## src/rtl/mfc_pkg.sv

```systemverilog
`timescale 1ns/1ps
package mfc_pkg;
  localparam int N_SRC    = 3;
  localparam int CLIENT_W = 6;
  localparam int DATA_W   = 32;

  typedef enum logic [1:0] {
    SRC_DECODE = 2'd0,
    SRC_PAGE   = 2'd1,
    SRC_SECURE = 2'd2
  } src_e;

  localparam logic [7:0] OFS_PENDING  = 8'h00;
  localparam logic [7:0] OFS_MASK     = 8'h04;
  localparam logic [7:0] OFS_CAP_BASE = 8'h10;
  localparam logic [7:0] CAP_STRIDE   = 8'h08;
  localparam logic [7:0] ADDR_SKEW    = 8'h04;

  typedef struct packed {
    logic                vld;
    logic [CLIENT_W-1:0] client;
    logic                write;
    logic                subtype;
    logic [DATA_W-1:0]   addr;
  } fault_t;

  // Per-kind packing of the capture word.
  function automatic logic [DATA_W-1:0] pack_capture(src_e kind, fault_t f);
    logic [DATA_W-1:0] w;
    w = '0;
    case (kind)
      SRC_DECODE: begin
        w[CLIENT_W-1:0] = f.client;
        w[DATA_W-1]     = f.write;
      end
      SRC_PAGE: begin
        w[CLIENT_W:1]   = f.client;
        w[0]            = f.write;
      end
      default: begin
        w[CLIENT_W-1:0] = f.client;
        w[DATA_W-1]     = f.write;
        w[DATA_W-2]     = f.subtype;
      end
    endcase
    return w;
  endfunction

  function automatic logic [7:0] cap_offset(int idx);
    return OFS_CAP_BASE + CAP_STRIDE * 8'(idx);
  endfunction
endpackage

```

## src/rtl/mfc_capture_slot.sv

```systemverilog
`timescale 1ns/1ps
module mfc_capture_slot
  import mfc_pkg::*;
#(
  parameter src_e KIND = SRC_DECODE
) (
  input  logic              clk,
  input  logic              rst_n,
  input  fault_t            fault_i,
  input  logic              pending_i,
  input  logic              clr_i,
  output logic [DATA_W-1:0] word_o,
  output logic [DATA_W-1:0] addr_o
);
  logic              load;
  logic [DATA_W-1:0] word_d;

  // Take a fault when nothing is held, or when the held one is released now.
  assign load   = fault_i.vld && (!pending_i || clr_i);
  assign word_d = pack_capture(KIND, fault_i);

  always_ff @(posedge clk or negedge rst_n) begin
    if (!rst_n) begin
      word_o <= '0;
      addr_o <= '0;
    end else if (load) begin
      word_o <= word_d;
      addr_o <= fault_i.addr;
    end
  end
endmodule

```

## src/rtl/mfc_irq_ctrl.sv

```systemverilog
`timescale 1ns/1ps
module mfc_irq_ctrl
  import mfc_pkg::*;
(
  input  logic             clk,
  input  logic             rst_n,
  input  logic [N_SRC-1:0] fault_vld_i,
  input  logic [N_SRC-1:0] clr_i,
  input  logic             mask_we_i,
  input  logic [N_SRC-1:0] mask_d_i,
  output logic [N_SRC-1:0] pending_o,
  output logic [N_SRC-1:0] mask_o,
  output logic             irq_o
);
  logic [N_SRC-1:0] pending_d;

  // A new fault wins over an acknowledge in the same cycle.
  always_comb begin
    for (int i = 0; i < N_SRC; i++) begin
      if (fault_vld_i[i])  pending_d[i] = 1'b1;
      else if (clr_i[i])   pending_d[i] = 1'b0;
      else                 pending_d[i] = pending_o[i];
    end
  end

  always_ff @(posedge clk or negedge rst_n) begin
    if (!rst_n) begin
      pending_o <= '0;
      mask_o    <= '0;
    end else begin
      pending_o <= pending_d;
      if (mask_we_i) mask_o <= mask_d_i;
    end
  end

  assign irq_o = |(pending_o & mask_o);
endmodule

```

## src/rtl/mfc_regbus.sv

```systemverilog
`timescale 1ns/1ps
module mfc_regbus
  import mfc_pkg::*;
#(
  parameter int BUS_AW = 8
) (
  input  logic                         clk,
  input  logic                         rst_n,
  input  logic                         bus_wr,
  input  logic                         bus_rd,
  input  logic [BUS_AW-1:0]            bus_addr,
  input  logic [DATA_W-1:0]            bus_wdata,
  input  logic [N_SRC-1:0]             pending_i,
  input  logic [N_SRC-1:0]             mask_i,
  input  logic [N_SRC-1:0][DATA_W-1:0] cap_word_i,
  input  logic [N_SRC-1:0][DATA_W-1:0] cap_addr_i,
  output logic [N_SRC-1:0]             clr_o,
  output logic                         mask_we_o,
  output logic [N_SRC-1:0]             mask_d_o,
  output logic [DATA_W-1:0]            rdata_o,
  output logic                         rvalid_o
);
  localparam logic [BUS_AW-1:0] A_PENDING = BUS_AW'(OFS_PENDING);
  localparam logic [BUS_AW-1:0] A_MASK    = BUS_AW'(OFS_MASK);

  logic [N_SRC-1:0] hit_word, hit_addr;
  logic [DATA_W-1:0] rd_mux;

  for (genvar g = 0; g < N_SRC; g++) begin : g_dec
    localparam logic [BUS_AW-1:0] A_WORD = BUS_AW'(cap_offset(g));
    localparam logic [BUS_AW-1:0] A_ADDR = BUS_AW'(cap_offset(g) + ADDR_SKEW);
    assign hit_word[g] = (bus_addr == A_WORD);
    assign hit_addr[g] = (bus_addr == A_ADDR);
  end

  assign clr_o     = (bus_wr && bus_addr == A_PENDING) ? bus_wdata[N_SRC-1:0] : '0;
  assign mask_we_o = bus_wr && (bus_addr == A_MASK);
  assign mask_d_o  = bus_wdata[N_SRC-1:0];

  always_comb begin
    rd_mux = '0;
    if (bus_addr == A_PENDING) rd_mux = DATA_W'(pending_i);
    if (bus_addr == A_MASK)    rd_mux = DATA_W'(mask_i);
    for (int i = 0; i < N_SRC; i++) begin
      if (hit_word[i]) rd_mux = cap_word_i[i];
      if (hit_addr[i]) rd_mux = cap_addr_i[i];
    end
  end

  always_ff @(posedge clk or negedge rst_n) begin
    if (!rst_n) begin
      rdata_o  <= '0;
      rvalid_o <= 1'b0;
    end else begin
      rvalid_o <= bus_rd;
      if (bus_rd) rdata_o <= rd_mux;
    end
  end
endmodule

```

## src/rtl/mfc_fault_capture.sv

```systemverilog
`timescale 1ns/1ps
module mfc_fault_capture
  import mfc_pkg::*;
#(
  parameter int BUS_AW = 8
) (
  input  logic                clk,
  input  logic                rst_n,
  input  logic                bus_wr,
  input  logic                bus_rd,
  input  logic [BUS_AW-1:0]   bus_addr,
  input  logic [DATA_W-1:0]   bus_wdata,
  output logic [DATA_W-1:0]   bus_rdata,
  output logic                bus_rvalid,
  input  logic                dec_vld,
  input  logic [CLIENT_W-1:0] dec_client,
  input  logic                dec_write,
  input  logic [DATA_W-1:0]   dec_addr,
  input  logic                pg_vld,
  input  logic [CLIENT_W-1:0] pg_client,
  input  logic                pg_write,
  input  logic [DATA_W-1:0]   pg_addr,
  input  logic                sec_vld,
  input  logic [CLIENT_W-1:0] sec_client,
  input  logic                sec_write,
  input  logic                sec_kind,
  input  logic [DATA_W-1:0]   sec_addr,
  output logic                irq
);
  fault_t [N_SRC-1:0]             flt;
  logic   [N_SRC-1:0]             fault_vld;
  logic   [N_SRC-1:0]             clr_bits;
  logic   [N_SRC-1:0]             status_q;
  logic   [N_SRC-1:0]             mask_q;
  logic                           mask_we;
  logic   [N_SRC-1:0]             mask_d;
  logic   [N_SRC-1:0][DATA_W-1:0] cap_word;
  logic   [N_SRC-1:0][DATA_W-1:0] cap_addr;

  assign flt[SRC_DECODE] = '{vld: dec_vld, client: dec_client, write: dec_write,
                             subtype: 1'b0, addr: dec_addr};
  assign flt[SRC_PAGE]   = '{vld: pg_vld, client: pg_client, write: pg_write,
                             subtype: 1'b0, addr: pg_addr};
  assign flt[SRC_SECURE] = '{vld: sec_vld, client: sec_client, write: sec_write,
                             subtype: sec_kind, addr: sec_addr};

  for (genvar g = 0; g < N_SRC; g++) begin : g_slot
    assign fault_vld[g] = flt[g].vld;
    mfc_capture_slot #(.KIND(src_e'(g))) u_slot (
      .clk       (clk),
      .rst_n     (rst_n),
      .fault_i   (flt[g]),
      .pending_i (status_q[g]),
      .clr_i     (clr_bits[g]),
      .word_o    (cap_word[g]),
      .addr_o    (cap_addr[g])
    );
  end

  mfc_irq_ctrl u_irq (
    .clk         (clk),
    .rst_n       (rst_n),
    .fault_vld_i (fault_vld),
    .clr_i       (clr_bits),
    .mask_we_i   (mask_we),
    .mask_d_i    (mask_d),
    .pending_o   (status_q),
    .mask_o      (mask_q),
    .irq_o       (irq)
  );

  mfc_regbus #(.BUS_AW(BUS_AW)) u_bus (
    .clk        (clk),
    .rst_n      (rst_n),
    .bus_wr     (bus_wr),
    .bus_rd     (bus_rd),
    .bus_addr   (bus_addr),
    .bus_wdata  (bus_wdata),
    .pending_i  (status_q),
    .mask_i     (mask_q),
    .cap_word_i (cap_word),
    .cap_addr_i (cap_addr),
    .clr_o      (clr_bits),
    .mask_we_o  (mask_we),
    .mask_d_o   (mask_d),
    .rdata_o    (bus_rdata),
    .rvalid_o   (bus_rvalid)
  );
endmodule

```

## config.mk

```make
export PLATFORM = sky130hd
export DESIGN_NAME = mfc_fault_capture
export DESIGN_NICKNAME = d
export VERILOG_FILES = /design/src/rtl/mfc_pkg.sv /design/src/rtl/mfc_capture_slot.sv /design/src/rtl/mfc_irq_ctrl.sv /design/src/rtl/mfc_regbus.sv /design/src/rtl/mfc_fault_capture.sv
export SDC_FILE = /design/constraint.sdc
export NUM_CORES = 1
export LEC_CHECK = 0
export CAP_MARGIN = 10
export CORE_UTILIZATION = 23
export DETAILED_ROUTE_END_ITERATION = 10
export PLACE_DENSITY = 0.44
export SYNTH_ARGS = -nofsm -noshare
export SYNTH_HDL_FRONTEND = slang
export SYNTH_SLANG_ARGS = --single-unit
```

## constraint.sdc

```tcl
create_clock -name clk -period 2.4 [get_ports clk]
set_input_delay 0.48 -clock clk [delete_from_list [all_inputs] [get_ports clk]]
set_output_delay 0.48 -clock clk [all_outputs]
set_load 0.005 [all_outputs]
```

==> out/metrics.yaml <==
outcome:
  status: "finished, violations left"
  violations: "negative hold slack"
pwr:
  vdd.ir_drop.worst_mv: 0.4307
  p_total_mw: 6.616
  p_comb_share_pct: 12.7
  intPower_mw: 4.921
  swShare_pct: 25.62
  power_frac_seq_pct: 45.7
  p_clk_share_pct: 41.6
  switching_power_mw: 1.695
  p_per_area_nw_per_um2: 660.8
  p_leak_nw: 4.077
clocking:
  cts_tree: "done"
  cts.sinks: 157
  clock_path_buffers: 2
  clkTransAtPathRegs_ns: 0.07
  cts_hold_buffers: 0
  clock_latency_ns: 0.42
  cts.htree.levels: 4
  cts_setup_buffers: 0
  cts_resized: 0
  root_buffer: "clkbuf_16"
  cts_buffers: 17
final_layout:
  fill_cells: 2900
  layout-drive-gt1-share_pct: 32.77
  diodes: 0
  fin_nets: 860
  multiInputGateArea_um2: 2835
  synthToLayoutAreaGrowth_pct: 43.84
  final_core_util_pct: 33.69
  seq_area_um2: 3929
critical_path:
  critPathRequiredTime_ns: 2.73
  crit_arrival_ns: 2.61
  startpoint_type: "input port"
  setup.worst_path.end_class: "flip-flop"
  path_class: "in2reg"
  path_cells: "clkdlybuf4s50_1 -> buf_4 -> or4_1 -> a2111oi_0 -> a2111oi_0 -> a211oi_1"
  worstPathBufferInverterCount: 2
  crit_fanout: 5
  crit_family: "compound AO/OA/AOI/OAI gates"
  cp_common_cell: "a2111oi_0"
  critPathSlowestCell: "or4_1"
  slowest_delay_ns: 0.60
floorplanning:
  rows: 63
  die_x_um: 176.0
  die_area_um2: 30960
  ioPinCount: 199
  core_area_um2: 29720
  die_y_um: 176.0
  initial_utilization_pct: 23.42
yosys:
  yosysUniqueCellTypes: 43
  synth-seq-area-share_pct: 56.44
  synthSimpleGateAreaFrac_pct: 4.296
  synthTopCellsByArea: "dfrtp_1 56%, mux2_2 23%, o2bb2ai_1 3.0%"
  ys_ff_latch: 157
  synthTopCellsByCount: "157 x dfrtp_1, 144 x mux2_2, 24 x o2bb2ai_1, 23 x a22oi_1, 19 x nor2_1"
  yosysTopAreaCell: "dfrtp_1"
  synth_top_family_by_area: "multiplexers"
  ys_warn_count: 0
  yosysTopAreaCellShare_pct: 56.44
  synth_fa_ha_area_share_pct: 0
  synthArstFlopShare_pct: 100.0
  avgSynthCellArea_um2: 14.00
  synth.area.mux_share_pct: 26.23
  netlist_instances: 497
  synth_nets: 662
  synth_flop_cell: "dfrtp_1"
  synth_compound_area_share_pct: 9.761
  synth_area_um2: 6960
  synth_most_common_cell: "dfrtp_1"
  synth_edf_count: 0
  synth-xor-area-share_pct: 0
timing:
  setup_viol: 0
  worst_pin_slew_ns: 0.6413
  timing.hold.ws_ns: -0.004076
  finalCriticalPeriod_ns: 2.283
  min_period_over_period_pct: 95.11
  final-hold-violation-count: 2
  timing.slew.headroom_pct: 56.14
  skew_ns: 0.007115
  rsz0062_at_grt: "false"
  layout_setup_ws_ns: 0.1173
  report.final.slew_viol_count: 0
  max_freq_mhz: 438.1
detailed_routing:
  vias: 4909
  wire_per_inst_um: 18.67
  routed_via_density: 4.471
  wl_um: 20500
  drt_iter0_drc: 211
  ant_nets: 0
  dr.pass1.iters: 4
  drc: 0
place:
  place_ws_ns: -0.2699
  place_congestion: 0.7965
  hpwl_um: 14980
  io_buffers: 169
global_routing:
  grt_max_degree: 53
  grt_overflow_total: 0
  grt_pass1_wl_um: 31660
  antenna_found_initial: 0
  grt_pass1_vias: 5516
  grt_util_all_layers_pct: 13.61
hold_path:
  hp-class: "in2async"
job:
  maxCapViolCount: 0
==> metal layers <==
layer  share of wire [%]  vias up  GRT usage [%]
met5                   0        -              0
met2                  48      145          22.79
met1                  45     2489          17.00
met3                 5.6       19          4.350
met4                 1.2        0          3.080
li1                    -     2256              -
==> path summary, 6_finish.rpt <==
kind / cells past startpoint / from / slack (ns) / endpoint
max in group asynchronous: 2 / rst_n / 1.72 / u_bus.rdata_o[25]$_DFFE_PN0P_
min in group clk: 1 / g_slot[2].u_slot.word_o[5]$_DFFE_PN0P_ / 0.49 / g_slot[2].u_slot.word_o[5]$_DFFE_PN0P_
max: 6 / bus_addr[1] / 0.12 / u_bus.rdata_o[0]$_DFFE_PN0P_
min reg2reg: 1 / g_slot[2].u_slot.word_o[5]$_DFFE_PN0P_ / 0.49 / g_slot[2].u_slot.word_o[5]$_DFFE_PN0P_
max reg2reg: 4 / u_irq.pending_o[0]$_DFFE_PN0P_ / 0.79 / u_bus.rdata_o[0]$_DFFE_PN0P_
min: 1 / rst_n / -0.004 / g_slot[0].u_slot.word_o[5]$_DFFE_PN0P_
==> final cells by class <==
cell class	instances	share of cell area, %
well taps	390	4.874
clock buffers	17	4.249
repair buffers	212	21.33
inverters	6	0.2249
flip-flops and latches	157	39.24
clock inverters	15	1.762
multi-input cells	301	28.32
==> layout by cell type, fill, tap and decap left out, types with 10 or more instances in the layout <==
cell,instances
buf_4,33
dfrtp_1,157
o2bb2ai_1,24
o21ai_0,11
nor2_1,19
buf_12,10
clkbuf_16,17
clkdlybuf4s50_1,167
mux2_2,144
a22oi_1,23
==> kinds of logic after synthesis <==
logic type | after synthesis
mux | 160
flops | 157
buf+inv | 39
simple gates | 55
compound gates | 86
==> registers in the layout (all words and copies together), names as in the netlist <==
name	count
g_slot.u_slot.addr_o	96
g_slot.u_slot.word_o	22
u_bus.rdata_o	32
u_bus.rvalid_o	1
u_irq.mask_o	3
u_irq.pending_o	3
==> stage by stage <==
stage          instances  instance area, um^2  hold slack [ns]  setup TNS [ns]
4_1_cts             1098                10010        0.0006729               0
6_report            1098                10010        -0.004076               0
5_1_grt             1098                10010          0.01558               0
3_5_place_dp        1066                 9410           0.4724          -25.28
2_1_floorplan        497                 6960           0.1844               0
3_3_place_gp        1066                 9410           0.4675          -27.75
==> power by group through the flow <==
stage / Sequential (mW) / Combinational (mW) / Clock (mW)
final: 3.02 / 0.839 / 2.75
after global routing: 3.06 / 0.916 / 2.97
after CTS: 3.03 / 0.859 / 2.87
after detailed placement: 3.08 / 0.854 / 0
after global placement: 3.06 / 0.839 / 0
after floorplan: 3.03 / 0.392 / 0
(Power assumes the default switching activity.)
